File: src/rtl/vme_irq_pkg.sv
package vme_irq_pkg;
   typedef enum logic [1:0] {
      IAK_IDLE  = 2'd0,
      IAK_DRIVE = 2'd1,
      IAK_DRAIN = 2'd2,
      IAK_PASS  = 2'd3
   } iak_state_t;
endpackage

File: src/rtl/irq_req_keeper.sv
// Pending request plus an optional held-event flag.
module irq_req_keeper #(
   parameter bit STICKY_EN = 1'b1
) (
   input  logic clk,
   input  logic rst_n,
   input  logic event_i,
   input  logic clear_i,
   output logic pending_o,
   output logic held_o
);
   logic pend_q;

   generate
      if (STICKY_EN) begin : g_sticky
         logic held_q;
         always_ff @(posedge clk) begin
            if (!rst_n) begin
               pend_q <= 1'b0;
               held_q <= 1'b0;
            end else if (clear_i) begin
               pend_q <= held_q | event_i;
               held_q <= held_q & event_i;
            end else if (event_i) begin
               if (pend_q) held_q <= 1'b1;
               else        pend_q <= 1'b1;
            end
         end
         assign held_o = held_q;
      end else begin : g_plain
         always_ff @(posedge clk) begin
            if (!rst_n)       pend_q <= 1'b0;
            else if (clear_i) pend_q <= event_i;
            else if (event_i) pend_q <= 1'b1;
         end
         assign held_o = 1'b0;
      end
   endgenerate

   assign pending_o = pend_q;

   // A held event only exists behind a pending one
   assert_held_implies_req_R8: assert property (@(posedge clk) disable iff (!rst_n)
      held_o |-> pending_o);
   // An event is never dropped when no request is outstanding
   assert_event_raises_R1: assert property (@(posedge clk) disable iff (!rst_n)
      event_i |=> pending_o);
endmodule

File: src/rtl/irq_line_drv.sv
// Maps the pending request onto one of the active-low level lines.
module irq_line_drv #(
   parameter int NUM_LEVELS = 7,
   parameter int LVL_W      = 3
) (
   input  logic                  clk,
   input  logic                  rst_n,
   input  logic                  pending_i,
   input  logic [LVL_W-1:0]      level_i,
   output logic [NUM_LEVELS-1:0] irq_n_o
);
   generate
      for (genvar g = 0; g < NUM_LEVELS; g++) begin : g_line
         assign irq_n_o[g] = ~(pending_i && (level_i == LVL_W'(g + 1)));
      end
   endgenerate

   // At most one level line is driven at any time
   assert_one_line_R1: assert property (@(posedge clk) disable iff (!rst_n)
      $onehot0(~irq_n_o));
   // A pending request with a valid level shows on some line
   assert_line_follows_req_R1: assert property (@(posedge clk) disable iff (!rst_n)
      (pending_i && level_i != '0) |-> (irq_n_o != '1));
endmodule

File: src/rtl/iack_resp.sv
// Acknowledge-cycle state machine: answer with the vector or pass the chain.
module iack_resp
   import vme_irq_pkg::*;
#(
   parameter int LVL_W = 3,
   parameter int VEC_W = 8
) (
   input  logic             clk,
   input  logic             rst_n,
   input  logic             iackin_n,
   input  logic             as_n,
   input  logic             ds_n,
   input  logic [LVL_W-1:0] addr_lvl,
   input  logic [LVL_W-1:0] cfg_level,
   input  logic [VEC_W-1:0] cfg_vector,
   input  logic             pending_i,
   output logic             take_o,
   output logic             dtack_n,
   output logic             iackout_n,
   output logic             vec_oe,
   output logic [VEC_W-1:0] vec_data
);
   iak_state_t st_q, st_d;
   logic start, hit;

   assign start  = !iackin_n && !as_n && !ds_n;
   assign hit    = pending_i && (cfg_level != '0) && (addr_lvl == cfg_level);
   assign take_o = (st_q == IAK_IDLE) && start && hit;

   always_comb begin
      st_d = st_q;
      case (st_q)
         IAK_IDLE:  if (start)              st_d = hit ? IAK_DRIVE : IAK_PASS;
         IAK_DRIVE: if (ds_n)               st_d = IAK_DRAIN;
         IAK_DRAIN: if (as_n && iackin_n)   st_d = IAK_IDLE;
         IAK_PASS:  if (iackin_n)           st_d = IAK_IDLE;
         default:                           st_d = IAK_IDLE;
      endcase
   end

   always_ff @(posedge clk) begin
      if (!rst_n) st_q <= IAK_IDLE;
      else        st_q <= st_d;
   end

   assign dtack_n   = (st_q != IAK_DRIVE);
   assign iackout_n = (st_q != IAK_PASS);
   assign vec_oe    = (st_q == IAK_DRIVE);
   assign vec_data  = vec_oe ? cfg_vector : '0;

   // Answer only ever follows a pending request
   assert_answer_needs_req_R3: assert property (@(posedge clk) disable iff (!rst_n)
      $fell(dtack_n) |-> $past(pending_i));
   // Answer held while the data strobe stays low
   assert_dtack_hold_R4: assert property (@(posedge clk) disable iff (!rst_n)
      (!dtack_n && !ds_n) |=> !dtack_n);
   // Passing and answering never overlap
   assert_no_dual_R5: assert property (@(posedge clk) disable iff (!rst_n)
      !(!dtack_n && !iackout_n));
   // Forwarded acknowledge held while the chain input stays low
   assert_pass_hold_R5: assert property (@(posedge clk) disable iff (!rst_n)
      (!iackout_n && !iackin_n) |=> !iackout_n);
endmodule

File: src/rtl/vme_irq_source.sv
module vme_irq_source #(
   parameter int NUM_LEVELS = 7,
   parameter int VEC_W      = 8,
   parameter bit STICKY_EN  = 1'b1,
   localparam int LVL_W     = $clog2(NUM_LEVELS + 1)
) (
   input  logic                  clk,
   input  logic                  rst_n,
   input  logic                  evt_pulse,
   input  logic [LVL_W-1:0]      cfg_level,
   input  logic [VEC_W-1:0]      cfg_vector,
   input  logic                  cfg_clr_by_reg,
   input  logic                  clr_access,
   input  logic                  iackin_n,
   input  logic                  as_n,
   input  logic                  ds_n,
   input  logic [LVL_W-1:0]      addr_lvl,
   output logic [NUM_LEVELS-1:0] irq_n,
   output logic                  iackout_n,
   output logic                  dtack_n,
   output logic                  vec_oe,
   output logic [VEC_W-1:0]      vec_data
);
   generate
      if (NUM_LEVELS < 1) begin : g_bad_levels
         $error("NUM_LEVELS must be at least 1");
      end
      if (VEC_W < 1) begin : g_bad_vec
         $error("VEC_W must be at least 1");
      end
   endgenerate

   logic pending, held, take, clear;

   assign clear = cfg_clr_by_reg ? clr_access : take;

   irq_req_keeper #(.STICKY_EN(STICKY_EN)) keeper_i (
      .clk(clk), .rst_n(rst_n), .event_i(evt_pulse), .clear_i(clear),
      .pending_o(pending), .held_o(held)
   );

   irq_line_drv #(.NUM_LEVELS(NUM_LEVELS), .LVL_W(LVL_W)) drv_i (
      .clk(clk), .rst_n(rst_n), .pending_i(pending), .level_i(cfg_level),
      .irq_n_o(irq_n)
   );

   iack_resp #(.LVL_W(LVL_W), .VEC_W(VEC_W)) resp_i (
      .clk(clk), .rst_n(rst_n), .iackin_n(iackin_n), .as_n(as_n), .ds_n(ds_n),
      .addr_lvl(addr_lvl), .cfg_level(cfg_level), .cfg_vector(cfg_vector),
      .pending_i(pending), .take_o(take), .dtack_n(dtack_n),
      .iackout_n(iackout_n), .vec_oe(vec_oe), .vec_data(vec_data)
   );

   // Release-on-acknowledge: a lone request is gone after the answering edge
   assert_ack_release_R6: assert property (@(posedge clk) disable iff (!rst_n)
      (!cfg_clr_by_reg && take && !held && !evt_pulse) |=> !pending);
   // Release-on-register: the answer alone never withdraws the request
   assert_reg_keeps_R7: assert property (@(posedge clk) disable iff (!rst_n)
      (cfg_clr_by_reg && take && !clr_access) |=> pending);
   // Coinciding event and clear leave the request up
   assert_coincide_R9: assert property (@(posedge clk) disable iff (!rst_n)
      (clear && evt_pulse) |=> pending);
endmodule

File: config.mk
export PLATFORM = sky130hd
export DESIGN_NAME = vme_irq_source
export DESIGN_NICKNAME = d
export VERILOG_FILES = /design/src/rtl/vme_irq_pkg.sv /design/src/rtl/irq_req_keeper.sv /design/src/rtl/irq_line_drv.sv /design/src/rtl/iack_resp.sv /design/src/rtl/vme_irq_source.sv
export SDC_FILE = /design/constraint.sdc
export NUM_CORES = 1
export LEC_CHECK = 0
export ABC_AREA = 1
export CAP_MARGIN = 25
export CORE_MARGIN = 1.5
export CORE_UTILIZATION = 27
export CTS_CLUSTER_DIAMETER = 150
export DETAILED_ROUTE_END_ITERATION = 10
export PLACE_DENSITY = 0.81
export SLEW_MARGIN = 25
export SYNTH_ARGS = -nofsm -noshare
export SYNTH_HDL_FRONTEND = slang
export SYNTH_SLANG_ARGS = --single-unit
File: constraint.sdc
create_clock -name clk -period 1.02 [get_ports clk]
set_clock_uncertainty 0.05 [all_clocks]
set_input_delay 0.102 -clock clk [delete_from_list [all_inputs] [get_ports clk]]
set_output_delay 0.102 -clock clk [all_outputs]
set_load 0.03 [all_outputs]
==> impl_metrics.env, run 1 <==
export IMPL_syn_inst=83
export IMPL_num_rows=14
export IMPL_whs_path_depth=2
export IMPL_crit_arrival_ps=1140
export IMPL_drv_slew=0
export IMPL_wirelength_um=2057
export IMPL_grt_pass1_vias=830
export IMPL_synth_edf_count=0
export IMPL_setup_violations=22
export IMPL_cts_root_buffer="clkbuf_4"
export IMPL_initial_core_util_pct=29.30
export IMPL_critPathLaunch="resp_i.st_q[0]$_SDFFE_PN0P_"
export IMPL_overflow=0
export IMPL_drive_above_1_share_pct=57.72
export IMPL_synthXorXnorAreaFrac_pct=1.939
export IMPL_drt_pass1_iterations=4
export IMPL_synth_fa_ha_area_share_pct=0
export IMPL_numCtsBuffers=3
export IMPL_placed_area_um2=993.5
export IMPL_post_route_period_util_pct=126.3
export IMPL_reg2regPathDepth=7
export IMPL_end_kind="primary output"
export IMPL_critPathKind="register to primary output"
export IMPL_pre_cts_ws_ps=-582.1
export IMPL_core_area_mm2=0.001541
export IMPL_worst_pin_slew_ps=233.7
export IMPL_r2r_end="keeper_i.pending_o$_SDFFE_PN0P_"
export IMPL_pin_count=40
export IMPL_ys_seq_elements=4
export IMPL_ctsLongestPathBuffers=2
export IMPL_violations="setup timing"
export IMPL_ctsHoldBuffers=0
export IMPL_drv_cap=0
export IMPL_yosys_top_cells_count="nand2_1, inv_1, nor2_1"
export IMPL_multiInputGateArea_um2=410.4
export IMPL_numClockSinks=4
export IMPL_hold_ws_ps=420.2
export IMPL_clock_latency_ps=240
export IMPL_layout_area_seq_um2=86.33
export IMPL_grt_max_degree=6
export IMPL_required_ps=870
export IMPL_path_max_fanout=4
export IMPL_leakagePower_nw=0.6143
export IMPL_setup_tns_final_ps=-4260
export IMPL_io_buffers=39
export IMPL_synthSimpleGateAreaFrac_pct=44.32
export IMPL_grt_usage_pct=23.41
export IMPL_grt_setup_unrepaired="yes"
export IMPL_rr_startpoint="resp_i.st_q[1]$_SDFFE_PN0P_"
export IMPL_worstHoldPathType="register to register"
export IMPL_path_clk_slew_ps=40
export IMPL_synth_yosys_seq_area_share_pct=17.73
export IMPL_via_per_inst=4.679
export IMPL_finish_net_count=173
export IMPL_htree_levels=1
export IMPL_grt_pass1_wl_um=3381
export IMPL_gp_congestion=0.6902
export IMPL_synthesis_nets=105
export IMPL_dp_hpwl_um=1142
export IMPL_finalHoldViolCount=0
export IMPL_synth_top_family_by_area="simple AND/OR/NAND/NOR gates"
export IMPL_drt_initial_drc_count=13
export IMPL_synth_top_area_share_pct=17.73
export IMPL_synth_area_um2=451.7
export IMPL_hold_end="keeper_i.held_o$_SDFFE_PN0P_"
export IMPL_fill_cells=98
export IMPL_synth_main_ff_cell="dfxtp_1"
export IMPL_synth_compound_area_share_pct=16.07
export IMPL_synth_distinct_cells=16
export IMPL_muxShareOfSynthArea_pct=0
export IMPL_area_growth_pct=181.4
export IMPL_stdcell_area_mm2=0.001271
export IMPL_p_per_area_mw_per_mm2=693.4
export IMPL_antennaDiodeCount=0
export IMPL_die_h_um=43.90
export IMPL_cts_tree="yes"
export IMPL_synth_area_per_cell_um2=5.442
export IMPL_finalCriticalPeriod_ps=1288
export IMPL_r2r_slack_ps=-250
export IMPL_synth_area_leader_cell="dfxtp_1"
export IMPL_fp_dieW_um=43.90
export IMPL_drc=0
export IMPL_max_freq_mhz=776.5
export IMPL_ys_async_sr_fraction_pct=0
export IMPL_status="finished with violations"
export IMPL_setup_slack_ps=-267.8
export IMPL_peakVddDrop_v=0.0007844
export IMPL_vias=772
export IMPL_fp_dieArea_mm2=0.001927
export IMPL_slew_headroom_pct=84.36
export IMPL_wl_per_cell_um=12.47
export IMPL_antenna_left=0
export IMPL_antenna_found_initial=0
export IMPL_hold_start="keeper_i.held_o$_SDFFE_PN0P_"
export IMPL_power_w=0.0008814
export IMPL_start_kind="register"
export IMPL_yosysWarnings=0
export IMPL_synth_most_common_cell="nand2_1"
export IMPL_ys_top_cells_by_area="dfxtp_1, nand2_1, inv_1"
==> flip-flops by register name (all words and copies together) (netlist names) <==
| signal | count |
|---|---|
| resp_i.st_q | 2 |
| keeper_i.held_o | 1 |
| keeper_i.pending_o | 1 |
==> layer usage <==
layer / vias up / track usage (%) / share of wire [%]
met5: - / 0 / 0
met4: 0 / 4.848 / 0.24
met3: 2 / 10.00 / 11
met2: 40 / 45.59 / 55
met1: 348 / 22.31 / 33
li1: 382 / - / -
==> critical path, cell delays in order, from the launching register on <==
cell     delay [ps]
dfxtp_2         330
inv_2            50
nor2_4          100
inv_4            60
buf_16          140
nor2_4           90
buf_6           130
==> area by class of cell <==
type                            instances  share of cell area, %
Clock buffer                            3                  1.772
Inverter                               21                  6.594
Multi-Input combinational cell         57                  32.28
Sequential cell                         4                  6.791
Tap cell                               16                  1.575
Timing Repair Buffer                   64                  50.98
==> kinds of logic (layout without fill, tap and decap cells) <==
logic type / after synthesis / after routing
compound gates: 11 / 11
xor+xnor: 1 / 1
buf+inv: 22 / 88
flops: 4 / 4
simple gates: 45 / 45
==> where the power goes <==
group,leakage (nW),total [W],switching [W],internal (W)
registers,0.0342,0.000187,0.0000128,0.000174
clock network,0.0138,0.000203,0.0000709,0.000132
logic,0.566,0.000491,0.000234,0.000257
==> per-stage QoR <==
stage / util, % / instances
after floorplan: - / 83
after global routing: 82.47 / 165
after detailed placement: 64.45 / 150
after global placement: 64.45 / 150
final: 82.47 / 165
after CTS: 79.46 / 163
==> repair_timing <==
action,4_1_cts,5_1_grt
cloned,1,0
endpoints found under the setup margin,22,22
resized for setup,67,9
buffers inserted,9,2
pin swaps,6,3
==> placed cells by master, fill, tap and decap left out <==
cell type,instances
buf_6,23
clkdlybuf4s50_1,18
buf_4,18
inv_1,16
nand2_1,12
nor2_4,11
nand2_2,7
nor2_1,6
a21oi_2,4
inv_2,3
nand3_2,3
o21ai_0,3
clkbuf_4,3
dlygate4sd2_1,3
inv_4,2
nor2_2,2
dfxtp_2,2
nand2_4,1
nand3_4,1
o22ai_2,1
xor2_1,1
nand3_1,1
o21ai_2,1
or2_2,1
o211ai_1,1
a21oi_1,1
buf_16,1
dfxtp_1,1
buf_12,1
dfxtp_4,1
==> worst max-delay path by stage <==
| stage | endpoint | depth (start not counted) |
|---|---|---|
| 3_5_place_dp | irq_n[0] | 5 |
| 5_1_grt | vec_data[2] | 6 |
| 2_1_floorplan | resp_i.st_q[0]$_SDFFE_PN0P_ | 7 |
| 3_3_place_gp | irq_n[4] | 5 |
| 4_1_cts | vec_data[0] | 6 |
| 6_report | vec_data[5] | 6 |
Power figures use the tool's default switching activity.
==> run 2, diff against run 1 <==
- ABC_AREA: 1 -> unset
- CORE_UTILIZATION: 27 -> 25
- PLACE_DENSITY: 0.81 -> 0.8
- SYNTH_HIERARCHICAL: unset -> 1
==> run 2 against run 1 <==
Net effect: the run still ends with setup timing left; combinational power decreased by 28%; register-to-register slack got worse by 340 ps; routed wire length decreased by 9.2%; worst setup slack got worse by 330 ps; sequential power decreased by 6%; sequential share of layout area increased by 0.73 points; final cell count decreased by 25%; count of clock-buffer cells in the layout unchanged; die area decreased by 4.8%; first-iteration DRC count decreased by 54%; critical path type is now register to register; critical endpoint is now keeper_i/pending_o$_SDFFE_PN0P_.
==> impl_metrics.env, run 2 <==
export IMPL_rr_startpoint="resp_i/st_q[0]$_SDFFE_PN0P_"
export IMPL_layout_area_seq_um2=82.58
export IMPL_required_ps=1100
export IMPL_finalHoldViolCount=0
export IMPL_ys_seq_elements=4
export IMPL_p_per_area_mw_per_mm2=669.9
export IMPL_synthesis_nets=70
export IMPL_start_kind="register"
export IMPL_synth_most_common_cell="and2_1"
export IMPL_finish_utilization_pct=73.78
export IMPL_num_rows=14
export IMPL_numCtsBuffers=3
export IMPL_antenna_left=0
export IMPL_die_h_um=42.83
export IMPL_grt_pass1_wl_um=3091
export IMPL_grt_pass1_vias=674
export IMPL_pin_count=40
export IMPL_clock_latency_ps=240
export IMPL_overflow=0
export IMPL_dp_hpwl_um=1168
export IMPL_yosys_top_cells_count="and2_1, dfxtp_1, nand4b_1, nand4bb_1, nor2_1"
export IMPL_setup_violations=22
export IMPL_fp_dieArea_mm2=0.001834
export IMPL_synth_area_leader_cell="dfxtp_1"
export IMPL_synth_distinct_cells=24
export IMPL_via_per_inst=4.992
export IMPL_ys_async_sr_fraction_pct=0
export IMPL_fp_dieW_um=42.83
export IMPL_setup_slack_ps=-594.5
export IMPL_io_buffers=39
export IMPL_grt_usage_pct=22.43
export IMPL_synth_area_um2=396.6
export IMPL_gp_congestion=0.7398
export IMPL_critPathKind="register to register"
export IMPL_drt_pass1_iterations=4
export IMPL_fill_cells=105
export IMPL_synth_yosys_seq_area_share_pct=20.19
export IMPL_synth_edf_count=0
export IMPL_htree_levels=1
export IMPL_final_cell_mix="buf_6, clkdlybuf4s50_1, buf_4"
export IMPL_r2r_end="keeper_i/pending_o$_SDFFE_PN0P_"
export IMPL_worstHoldPathType="register to register"
export IMPL_grt_setup_unrepaired="yes"
export IMPL_core_area_mm2=0.001489
export IMPL_path_max_fanout=3
export IMPL_leakagePower_nw=0.4706
export IMPL_largest_reg_flops=2
export IMPL_stdcell_count=123
export IMPL_multiInputGateArea_um2=414.1
export IMPL_wl_per_cell_um=15.18
export IMPL_top_register="resp_i/st_q"
export IMPL_drt_initial_drc_count=6
export IMPL_synth_area_per_cell_um2=8.263
export IMPL_synth_top_area_share_pct=20.19
export IMPL_drv_cap=0
export IMPL_stdcell_area_mm2=0.001099
export IMPL_yosysWarnings=6
export IMPL_finish_net_count=131
export IMPL_status="finished with violations"
export IMPL_final_common_cell="buf_6"
export IMPL_path_clk_slew_ps=40
export IMPL_finalCriticalPeriod_ps=1614
export IMPL_slew_headroom_pct=82.31
export IMPL_initial_core_util_pct=26.64
export IMPL_antenna_found_initial=0
export IMPL_violations="setup timing"
export IMPL_reg2regPathDepth=7
export IMPL_vias=614
export IMPL_crit_arrival_ps=1700
export IMPL_syn_inst=48
export IMPL_synth_main_ff_cell="dfxtp_1"
export IMPL_antennaDiodeCount=0
export IMPL_wirelength_um=1867
export IMPL_worst_pin_slew_ps=264.5
export IMPL_ys_top_cells_by_area="dfxtp_1, and2_1, nand4bb_1"
export IMPL_place_inst=115
export IMPL_grt_max_degree=9
export IMPL_r2r_slack_ps=-590
export IMPL_critPathLaunch="resp_i/st_q[0]$_SDFFE_PN0P_"
export IMPL_end_kind="register"
export IMPL_drv_slew=0
export IMPL_numClockSinks=4
export IMPL_peakVddDrop_v=0.0007871
export IMPL_setup_tns_final_ps=-5976
export IMPL_drc=0
export IMPL_post_route_period_util_pct=158.3
export IMPL_cts_root_buffer="clkbuf_4"
export IMPL_cts_tree="yes"
export IMPL_drive_above_1_share_pct=59.81
export IMPL_area_growth_pct=177.0
export IMPL_placed_area_um2=879.6
export IMPL_cp_endpoint="keeper_i/pending_o$_SDFFE_PN0P_"
export IMPL_ctsLongestPathBuffers=2
export IMPL_max_freq_mhz=619.4
run 2: changes by cell type after synthesis, sizes merged, moves of 2 or more:
cell     before  now
nand4bb       0    3
nor2         19    3
nor2b         0    3
inv          21    2
a21oi         5    1
nand3         5    0
nand2        20    2
nand4b        0    3
and2          0   10
nor4b         0    2
run 2: through the flow:
step	hold WS, ps	setup WS, ps	total power [W]
CTS	443.2	-576.3	0.0007242
floorplan	173.6	-477.5	0.0002877
finish	444.2	-594.5	0.0007360
global route	459.3	-674.2	0.0007843
detailed placement	423.3	-1015	0.0004609
global placement	419.6	-902.9	0.0004544
run 2: critical path, stage by stage, from the launching register on:
cell and delay [ps]:
dfxtp_2 330, nor4b_4 280, o21ai_2 110, nor4b_2 270
mux2_4 210, nor2b_2 50, a211oi_2 140, nor2b_1 60
run 2: routing by layer:
layer  track usage [%]  routed length [um]
met1             23.79                 676
met2             41.82                1088
met3             7.660                  97
met4             5.000                   6
met5                 0                   0
run 2: worst min-delay path by stage:
| stage | cells past startpoint | start | to | slack, ps |
|---|---|---|---|---|
| after floorplan | 1 | rst_n | resp_i/st_q[0]$_SDFFE_PN0P_ | 170 |
| after global placement | 2 | keeper_i/held_o$_SDFFE_PN0P_ | keeper_i/held_o$_SDFFE_PN0P_ | 420 |
| after detailed placement | 2 | keeper_i/held_o$_SDFFE_PN0P_ | keeper_i/held_o$_SDFFE_PN0P_ | 420 |
| after global routing | 4 | ds_n | resp_i/st_q[0]$_SDFFE_PN0P_ | 460 |
| final | 2 | keeper_i/held_o$_SDFFE_PN0P_ | keeper_i/held_o$_SDFFE_PN0P_ | 440 |
| after CTS | 4 | ds_n | resp_i/st_q[0]$_SDFFE_PN0P_ | 440 |
run 2: cells by family after synthesis:
| group | synth area share (%) |
|---|---|
| mux | 3.784 |
| simple gates | 54.89 |
| compound gates | 13.56 |
| buf+inv | 3.154 |
| xor+xnor | 4.417 |
| flops | 20.19 |
run 2: what timing repair did:
| action | CTS | global route |
|---|---|---|
| gates cloned | 1 | 0 |
| hold buffers | 0 | 0 |
| setup endpoints to repair | 22 | 22 |
| pin swaps | 20 | 10 |
| gates resized for setup | 43 | 4 |
| setup buffers | 6 | 1 |
run 2: power by group:
group	switching, W	leakage [nW]	internal (W)	total, W
Clock	0.0000740	0.0138	0.000132	0.000206
Combinational	0.000153	0.423	0.000200	0.000353
Sequential	0.00000847	0.0335	0.000168	0.000176
run 2: area by class of cell:
type | instances | area share [%]
inverter | 2 | 0.6834
timing repair buffer | 56 | 50.23
sequential | 4 | 7.517
multi-input combinational | 42 | 37.70
clock buffer | 3 | 2.050
tap | 16 | 1.822
